$ cat config.mk
export PLATFORM = sky130hd
export DESIGN_NAME = dseq_top
export DESIGN_NICKNAME = d
export VERILOG_FILES = /design/src/rtl/dseq_pkg.sv /design/src/rtl/dseq_launch.sv /design/src/rtl/dseq_next.sv /design/src/rtl/dseq_top.sv
export SDC_FILE = /design/constraint.sdc
export NUM_CORES = 1
export LEC_CHECK = 0
export BUFFER_PORTS_ARGS = -buffer_cell sky130_fd_sc_hd__buf_4
export CAP_MARGIN = 25
export CORE_ASPECT_RATIO = 0.9
export CORE_MARGIN = 1
export CORE_UTILIZATION = 25
export DETAILED_ROUTE_END_ITERATION = 8
export HOLD_SLACK_MARGIN = 0.06
export PLACE_DENSITY = 0.44
export SETUP_SLACK_MARGIN = 0.15
export SYNTH_ARGS = -nofsm -noshare
export SYNTH_HDL_FRONTEND = slang
export SYNTH_SLANG_ARGS = --single-unit
$ cat constraint.sdc
create_clock -name clk -period 1.9 [get_ports clk]
set_clock_uncertainty 0.15 [all_clocks]
set_input_delay 0.285 -clock clk [delete_from_list [all_inputs] [get_ports clk]]
set_output_delay 0.285 -clock clk [all_outputs]
set_load 0.02 [all_outputs]
$ cat src/rtl/dseq_pkg.sv
package dseq_pkg;
  localparam int MODE_W = 2;
  localparam int NDESC  = 2;

  typedef enum logic [MODE_W-1:0] {
    CYC_OFF      = 2'd0,
    CYC_BASIC    = 2'd1,
    CYC_AUTO     = 2'd2,
    CYC_PINGPONG = 2'd3
  } cyc_mode_e;

  typedef enum logic [1:0] {
    ST_IDLE  = 2'd0,
    ST_WAIT  = 2'd1,
    ST_XFER  = 2'd2,
    ST_STALL = 2'd3
  } seq_state_e;
endpackage

$ cat src/rtl/dseq_launch.sv
module dseq_launch
  import dseq_pkg::*;
(
  input  logic              start_i,
  input  logic              idle_i,
  input  logic              start_alt_i,
  input  logic [MODE_W-1:0] mode_i,
  input  logic [NDESC-1:0]  desc_vld_i,
  output logic              launch_ok_o,
  output logic              launch_bad_o
);
  logic accept;

  // a start counts only from idle or stall and with a real cycle type
  assign accept       = start_i && idle_i && (mode_i != CYC_OFF);
  assign launch_ok_o  = accept && desc_vld_i[start_alt_i];
  assign launch_bad_o = accept && !desc_vld_i[start_alt_i];
endmodule

$ cat src/rtl/dseq_next.sv
module dseq_next
  import dseq_pkg::*;
(
  input  logic [MODE_W-1:0] mode_i,
  input  logic              cur_alt_i,
  input  logic [NDESC-1:0]  desc_vld_i,
  input  logic [NDESC-1:0]  desc_last_i,
  output logic              chain_o,
  output logic              next_alt_o,
  output logic              next_ok_o
);
  // a descriptor flagged last behaves as basic: no hand-over
  assign chain_o    = (mode_i == CYC_PINGPONG) && !desc_last_i[cur_alt_i];
  assign next_alt_o = ~cur_alt_i;
  assign next_ok_o  = desc_vld_i[next_alt_o];
endmodule

$ cat src/rtl/dseq_top.sv
module dseq_top
  import dseq_pkg::*;
(
  input  logic              clk,
  input  logic              rst,
  input  logic              start_i,
  input  logic              start_alt_i,
  input  logic [MODE_W-1:0] mode_i,
  input  logic              req_i,
  input  logic [NDESC-1:0]  desc_vld_i,
  input  logic [NDESC-1:0]  desc_last_i,
  input  logic              unit_done_i,
  input  logic              desc_done_i,
  output logic              run_o,
  output logic              sel_alt_o,
  output logic              done_o,
  output logic              done_alt_o,
  output logic              stall_o
);
  seq_state_e state_q;
  logic       sel_q, done_q, done_alt_q;
  logic       idle_w, launch_ok, launch_bad;
  logic       chain, next_alt, next_ok;

  assign idle_w = (state_q == ST_IDLE) || (state_q == ST_STALL);

  dseq_launch u_launch (
    .start_i     (start_i),
    .idle_i      (idle_w),
    .start_alt_i (start_alt_i),
    .mode_i      (mode_i),
    .desc_vld_i  (desc_vld_i),
    .launch_ok_o (launch_ok),
    .launch_bad_o(launch_bad)
  );

  dseq_next u_next (
    .mode_i     (mode_i),
    .cur_alt_i  (sel_q),
    .desc_vld_i (desc_vld_i),
    .desc_last_i(desc_last_i),
    .chain_o    (chain),
    .next_alt_o (next_alt),
    .next_ok_o  (next_ok)
  );

  always_ff @(posedge clk) begin
    if (rst) begin
      state_q    <= ST_IDLE;
      sel_q      <= 1'b0;
      done_q     <= 1'b0;
      done_alt_q <= 1'b0;
    end else begin
      done_q <= 1'b0;
      unique case (state_q)
        ST_IDLE, ST_STALL: begin
          if (launch_ok) begin
            sel_q   <= start_alt_i;
            state_q <= ST_WAIT;
          end else if (launch_bad) begin
            sel_q   <= start_alt_i;
            state_q <= ST_STALL;
          end
        end
        ST_WAIT: begin
          if (req_i) state_q <= ST_XFER;
        end
        ST_XFER: begin
          if (unit_done_i) begin
            if (desc_done_i) begin
              done_q     <= 1'b1;
              done_alt_q <= sel_q;
              if (chain) begin
                sel_q   <= next_alt;
                state_q <= next_ok ? ST_WAIT : ST_STALL;
              end else begin
                state_q <= ST_IDLE;
              end
            end else if (mode_i != CYC_AUTO) begin
              state_q <= ST_WAIT;
            end
          end
        end
        default: state_q <= ST_IDLE;
      endcase
    end
  end

  assign run_o      = (state_q == ST_XFER);
  assign stall_o    = (state_q == ST_STALL);
  assign sel_alt_o  = sel_q;
  assign done_o     = done_q;
  assign done_alt_o = done_alt_q;
endmodule

---- Yosys cells after proc, flatten, opt, wreduce, memory -nomap -nowiden ----
Cells that the tools add are included.
storage, ports and cells
  bits in registers ....................... 5
  latch bits .............................. 0
  bits in writable memories ............... 0
  memory bits (read-only) ................. 0
  input port bits ......................... 13
  memories kept ........................... 0
operators by class
  add/subtract/negate cells ............... 0
  multipliers ............................. 0
  div/mod/pow operators ................... 0
  magnitude comparators ................... 3
  equal/unequal tests ..................... 11
  shifts and indexed selects .............. 0
  mux-type cells .......................... 22
  bitwise gates (word level) .............. 3
  reductions and logical operators ........ 16
operators by type and width
  kind                count
  $mux 2              8
  $mux 1              12
  $ne 2x2->1 const B  5
  $eq 2x2->1 const B  3
  $lt 1x2->1 const B  3
  $pmux 2 s3          1
  $logic_and 1x1->1   5
  $reduce_and 5->1    1
  $reduce_and 4->1    1
  $reduce_bool 2->1   2
  $ne 3x2->1 const B  1
  $ne 3x3->1 const B  1
  $not 1->1           3
  $reduce_and 3->1    1
  $reduce_or 3->1     1
  $eq 2x1->1 const B  1
  $logic_not 1->1     2
  $logic_not 2->1     1
  $pmux 1 s2          1
  $reduce_or 2->1     1
  $logic_or 1x1->1    1

---- Logic depth before layout (Yosys ltp) ----
Gate-level depths: netlist of run 1.
  word-level depth ........................ 8
  depth in mapped cells ................... 7
  depth with buffers taken out ............ 6

---- Modules after synthesis ----
Synthesis of run 1 repeated with hierarchy kept, for this count alone.
unflattened totals
  cell total of the unflattened synthesis .. 47
  area, all modules ....................... 407.9 µm²
by module, submodules not included
  module       times used  cells an instance  area an instance (µm²)
  dseq_top     1           39                 349.1
  dseq_next    1           4                  31.3
  dseq_launch  1           4                  27.5

---- Least setup slack after synthesis of run 1 ----
OpenSTA, ideal clock, no wires.
  path kind ............................... flip-flop to flip-flop
  from .................................... register state_q[0]
  to ...................................... register state_q[1]
  arrival time ............................ 1.520 ns
  required time ........................... 1.633 ns
  path slack .............................. 0.113 ns
  cell stages (with the launch flop) ...... 8
  buffers on the path ..................... 1
  period minus slack after synthesis ...... 1.787 ns
  path through ............................ dfxtp_1 inv_1 ha_1 buf_2 and4bb_2 a21oi_1 nand2_1 a32o_1
on the way
  elaborated cells on any way between the ends .. 17
  classes of those cells .................. 7 x eq/ne; 2 x mux; 8 x reduce/logical
RTL lines
  element                                                    RTL line        text
  start, declared                                            dseq_top.sv:20  seq_state_e state_q;
  start signal, assigned                                     dseq_top.sv:75  state_q <= next_ok ? ST_WAIT : ST_STALL;
  $eq 2x2->1 *                                               n/a
  named net run_o                                            dseq_top.sv:14  output logic run_o,
  $ne 3x2->1 (no line) / $ne 2x2->1 (equally long branches)  n/a
  $reduce_and 4->1 (no line)                                 n/a
Mark *: on every way through the listed nets, which the timed path passes. The rest lies on a longest branch.
A chain may end at the register's enable or synchronous reset.

---- Worst setup path in the final report of run 1 ----
  from .................................... register state_q[0]
  to ...................................... register sel_q, in the netlist sel_alt_o
on the way
  word-level cells in the longest chain between the ends .. 7
  elaborated cells on any way between the ends .. 17
  classes of those cells .................. 6 x eq/ne; 2 x mux; 9 x reduce/logical
RTL lines
  element                                                          RTL line                              text
  $eq 2x2->1 / $logic_not 2->1 (equally long branches)             dseq_top.sv:25, dseq_top.sv:55
  $logic_or 1x1->1                                                 dseq_top.sv:25                        assign idle_w = (state_q == ST_IDLE) || (state_q == ST_STALL);
  $logic_and 1x1->1 (2 in a row)                                   dseq_launch.sv:15                     assign accept = start_i && idle_i && (mode_i != CYC_OFF);
  $logic_and 1x1->1 (on tied branches)                             dseq_launch.sv:16, dseq_launch.sv:17
  $ne 3x3->1 (no line) / $mux 1 (equally long branches)            n/a
  $reduce_and 5->1 (no line) / $pmux 1 s2 (equally long branches)  n/a
  end signal, assigned                                             dseq_top.sv:58                        sel_q <= start_alt_i;
  end signal, assigned                                             dseq_top.sv:61                        sel_q <= start_alt_i;
  end signal, assigned                                             dseq_top.sv:74                        sel_q <= next_alt;
  end, declared                                                    dseq_top.sv:21                        logic sel_q, done_q, done_alt_q;
Several ways; a longest one is shown, not always the timed one.

==> results of run 1 <==
==> critical path, stage by stage, from the launching register on <==
cell and delay, ns:
dfxtp_1 0.32, inv_1 0.05, ha_2 0.37, o211ai_1 0.14
and3_2 0.24, a211oi_2 0.22, a21oi_2 0.07
==> cell families (layout without fill, tap and decap cells) <==
family | after synthesis | count (layout)
fa+ha+maj | 3 | 3
simple gates | 20 | 20
buf+inv | 6 | 28
compound gates | 14 | 14
mux | 5 | 5
flops | 5 | 5
==> state kept, by name (all words and copies together) (netlist names) <==
name / flops
state_q: 2
done_o: 1
sel_alt_o: 1
done_alt_o: 1
==> cells in the mapped netlist <==
cell       number
nand2_1         6
a32o_1          1
nand3b_1        1
buf_2           1
nand3_1         1
nor2_1          4
nor3_1          2
o221a_2         1
mux2i_1         2
inv_1           5
o21ai_0         2
a21oi_1         2
o21bai_1        1
a211oi_1        1
ha_1            3
mux2_2          1
mux2_4          2
and3_2          1
nand2b_1        2
a21o_1          1
nor3b_1         1
nor3_2          1
o2111ai_1       1
and4bb_2        1
o41ai_1         1
a21oi_2         1
dfxtp_1         5
o221ai_1        1
o211ai_1        1
==> power by group <==
part           switching, uW  internal [uW]
logic                    231            209
registers               16.1            131
clock network           47.4           79.7
==> metrics by stage <==
step	setup slack, ns	utilization, %	hold WS, ns
after global routing	0.1535	41.54	0.08603
final	0.2292	41.54	0.09065
after CTS	0.1840	40.97	0.08698
after floorplan	0.1611	-	0.1974
after detailed placement	0.2039	39.27	0.3497
after global placement	0.2261	39.27	0.3417
==> worst paths after layout <==
kind | from | to | slack (ns)
setup / recovery | state_q[0]$_SDFFE_PP0P_ | sel_alt_o$_SDFFE_PP0P_ | 0.23
setup reg to reg | state_q[0]$_SDFFE_PP0P_ | sel_alt_o$_SDFFE_PP0P_ | 0.23
hold reg to reg | done_alt_o$_SDFFE_PP0P_ | done_alt_o$_SDFFE_PP0P_ | 0.36
hold / removal | rst | sel_alt_o$_SDFFE_PP0P_ | 0.09
==> per-layer routing <==
| metal | wire (um) | vias up |
|---|---|---|
| met2 | 479 | 17 |
| met3 | 90 | 4 |
| met5 | 0 | - |
| li1 | - | 240 |
| met1 | 570 | 215 |
| met4 | 25 | 0 |
==> placed cells by master (no fill, tap or decap), drive strengths merged, types with 2 or more instances in the layout <==
master | Yosys | layout
a21oi | 3 | 3
buf | 1 | 19
clkbuf | 0 | 4
dfxtp | 5 | 5
ha | 3 | 3
inv | 5 | 5
mux2 | 3 | 3
mux2i | 2 | 2
nand2 | 6 | 6
nand2b | 2 | 2
nor2 | 4 | 4
nor3 | 3 | 3
o21ai | 2 | 2
==> cell type report <==
cell class | instances | area share (%)
Tap cell | 22 | 4.288
Inverter | 5 | 2.924
Multi-Input combinational cell | 42 | 50.88
Clock buffer | 4 | 4.094
Sequential cell | 5 | 15.59
Timing Repair Buffer | 19 | 22.22
==> repair_timing <==
| item | in CTS | in global routing |
|---|---|---|
| gates resized for setup | 0 | 2 |
| setup endpoints to repair | 0 | 2 |
| hold buffers | 0 | 0 |
==> out/results.txt, run 1 <==
initial antenna violation count = 0
H-tree levels = 1
critical path data required time = 1.88 ns
worst relative slew slack = 77.72%
worst reg-to-reg path cell count = 6
Synth area leader = dfxtp_1
crit share post-route = 87.94%
Hold WC Path Type = input port to flip-flop
Setup TNS = 0 ns
CTS tree = built
Synthesis Warnings = 0
global-route wire length before repair = 1918 um
IO buf count = 17
syn_nets = 69
top cell type's share of synthesized area = 22.79%
Sequential Area = 100.1 sq um
Synth Register Bits = 5
vias in the first global route = 446
Die Width = 46.18 um
Synth cell types = 29
Synth Area in XOR/XNOR = 0%
mapped cell area = 439.2 sq um
chip height = 41.76 um
Synth Area in Compound Gates = 24.22%
CP arrival = 1.65 ns
ANT cells = 0
FP Rows = 13
Fillers = 161
DRC = 0
critical-path maximum fanout = 6
fmax = 0.5985 GHz
Overflow after GRT = 0
Synth area leaders = dfxtp_1, ha_1, mux2_4, nand2_1, mux2i_1
clock-pin slew on the worst setup and hold paths = 0.05 ns
Pre-antenna DRT Iters = 4
Final nets = 92
vias = 476
drt via density = 4.907
Initial Utilization = 28.42%
fin crit period = 1.671 ns
post-DP HPWL = 915.4 um
total track usage = 13.76%
Die ar. = 0.001928 sq mm
Worst VDD drop = 0.0005265 V
proportion of layout cells with a drive suffix above 1 = 44.00%
placed instance count = 93
gpl congestion = 0.7252
mux cell area share after synthesis = 13.96%
Worst setup SP type = flip-flop
Non-Filler Instances = 97
Final Max Slew Viols = 0
clk_lat worst skew = 0.25 ns
overall power = 714.4 uW
Avg WL per Cell = 12.02 um
syn avg cell area = 8.286 sq um
final instance area = 641.9 sq um
root buffer cell = clkbuf_4
Placed Area = 606.8 sq um
post-synthesis cell count = 53
grt peak-use layer = met1
Final Hold Viols = 0
Tightest Pin Transition = 0.3299 ns
max capacitance violation total = 0
largest net degree at the start of global routing = 12
core area = 0.001545 sq mm
Pleak = 0.0002940 uW
unrepaired setup endpoints after global routing = no
clock sink total = 5
status = finished clean
CTS Buf Count = 3
synthesis-to-layout area growth = 46.15%
power density cells = 1113 mW/mm^2
post-synthesis simple-gate area fraction = 25.07%
Post-CTS Setup Repair Bufs = 0
footprint of the multi-input gates = 326.6 sq um
part of the Yosys area used for sequential elements = 22.79%
adder-cell area share of the yosys netlist = 8.547%
WL final = 1166 um
Setup CP Type = flip-flop to flip-flop
Crit. End Element = flip-flop
largest family of logic cells by synthesized area = simple AND/OR/NAND/NOR gates
met3 usage = 3.043%
initial DRC count = 8
met2 Usage GRT = 17.46%
post-route ant nets = 0
final setup vio count = 0
CTS max path bufs = 2
hold path cells = 2
I/O pin cnt = 18
Global Route met1 Usage = 20.00%
(Power assumes the default switching activity.)
==> inputs of run 2 (changes only) <==
- CORE_AREA: not set -> 2 2 39 41
- CORE_ASPECT_RATIO: 0.9 -> not set
- CORE_MARGIN: 1 -> not set
- CORE_UTILIZATION: 25 -> not set
- DIE_AREA: not set -> 0 0 41 43
- PLACE_DENSITY: 0.44 -> 0.55
==> run 2 against run 1 <==
Effect of this change:
- largest cell class unchanged
- total power is 4.9% lower
- register-to-register slack better by 0.03 ns
- sequential share of layout area is 0.64 points higher
- highest routed layer is now met3
- worst hold slack better by 0.0070 ns
- clock power is 8% lower
==> out/results.txt, run 2 (same netlist as run 1, synthesis figures left out) <==
vias in the first global route = 442
Comb pwr share = 59.9%
global-route wire length before repair = 1794 um
Hold WS = 0.09765 ns
Worst VDD drop = 0.0005574 V
DRC = 0
Initial Utilization = 31.74%
CP max-delay cell = dfxtp_1
Final Hold Viols = 0
WL final = 1093 um
gpl congestion = 0.7796
Final nets = 91
critical-path cell list = mux2_4, nor3_2, mux2_4, a21oi_2
unrepaired setup endpoints after global routing = no
FP Rows = 14
Largest register FFs = 2
Non-Filler Instances = 90
Overflow after GRT = 0
CTS max path bufs = 2
IO buf count = 17
vias = 479
CTS tree = built
root buffer cell = clkbuf_4
clk_lat worst skew = 0.23 ns
pre-CTS setup slack = 0.1679 ns
synthesis-to-layout area growth = 42.17%
cell family with most CP delay = multiplexers
Setup CP Type = flip-flop to flip-flop
ANT cells = 0
Tightest Pin Transition = 0.3313 ns
most common cell after layout, fill and taps aside = buf_4
critical path's largest stage delay = 0.34 ns
final setup vio count = 0
Pleak = 0.0002884 uW
P_sw = 274.4 uW
fmax = 0.6099 GHz
cell repeated most along the worst path = mux2_4
Final Max Slew Viols = 0
I/O pin cnt = 18
CTS Buf Count = 3
Largest Register = state_q
critical path data required time = 1.92 ns
clock sink total = 5
Die ar. = 0.001763 sq mm
fin crit period = 1.640 ns
post-DP HPWL = 897.7 um
critical-path maximum fanout = 3
status = finished clean
worst relative slew slack = 77.62%
initial DRC count = 9
Worst setup SP type = flip-flop
Post-CTS Setup Repair Bufs = 0
crit share post-route = 86.30%
overall power = 679.2 uW
largest net degree at the start of global routing = 12
Pre-antenna DRT Iters = 4
max capacitance violation total = 0
Hold WC Path Type = input port to flip-flop
chip height = 43 um
Avg WL per Cell = 12.14 um
post-route ant nets = 0
setup ws final = 0.2603 ns
Die Width = 41 um
drt via density = 5.322
CP arrival = 1.66 ns
Clk pwr share = 17.2%
commonest cells after routing, fill and taps aside = buf_4, nand2_1, inv_1
clock-pin slew on the worst setup and hold paths = 0.04 ns
initial antenna violation count = 0
Critical path buffers and inverters = 0
total track usage = 14.83%
Setup TNS = 0 ns
core area = 0.001384 sq mm
H-tree levels = 1
Crit. End Element = flip-flop
Switching Fraction = 40.40%
power density cells = 1088 mW/mm^2
placed instance count = 86
Seq pwr share = 22.9%
cts hold-fix bufs = 0
Internal = 404.8 uW
proportion of layout cells with a drive suffix above 1 = 43.24%
==> run 2: changes by cell type in the layout (fill, tap and decap cells not counted), sizes merged <==
| cell | change |
|---|---|
| buf | -1 |
==> run 2: metal layers <==
layer / vias up / global-route usage, % / wire length (um)
met2: 14 / 20.94 / 515
met1: 226 / 22.04 / 500
met3: 0 / 3.141 / 76
met4: 0 / 4.000 / 0
met5: - / 0 / 0
li1: 239 / - / -
==> run 2: repair_timing <==
action | CTS | global route
endpoints found under the setup margin | 1 | 2
hold endpoints to repair | 0 | 0
cloned | 0 | 0
gates resized for setup | 1 | 1
pin swaps | 0 | 1
==> run 2: stage by stage <==
| stage | cell area [sq um] | utilization, % |
|---|---|---|
| 6_report | 624.3 | 45.12 |
| 5_1_grt | 624.3 | 45.12 |
| 4_1_cts | 623.1 | 45.03 |
| 3_5_place_dp | 591.8 | 42.77 |
| 3_3_place_gp | 591.8 | 42.77 |
| 2_1_floorplan | 441.7 | - |
==> run 2: final timing paths <==
check                                  to  slack [ns]  cells after the start                     from
hold / removal     sel_alt_o$_SDFFE_PP0P_         0.1                      2                      rst
hold reg to reg   done_alt_o$_SDFFE_PP0P_        0.34                      2  done_alt_o$_SDFFE_PP0P_
setup / recovery   sel_alt_o$_SDFFE_PP0P_        0.26                      4   sel_alt_o$_SDFFE_PP0P_
setup reg to reg   sel_alt_o$_SDFFE_PP0P_        0.26                      4   sel_alt_o$_SDFFE_PP0P_
==> run 2: final cells by class <==
type / count / area [sq um]
inverters: 5 / 18.77
flip-flops and latches: 5 / 101.3
clock buffers: 4 / 26.28
well taps: 16 / 20.02
fillers: 153 / 759.5
multi-input cells: 42 / 322.8
repair buffers: 18 / 135.1
==> run 2: power by group through the flow <==
stage	clock [uW]	sequential, uW	combinational (uW)
2_1_floorplan	0	165	281
5_1_grt	135	161	452
4_1_cts	124	153	411
3_5_place_dp	0	155	403
6_report	117	156	407
3_3_place_gp	0	155	410
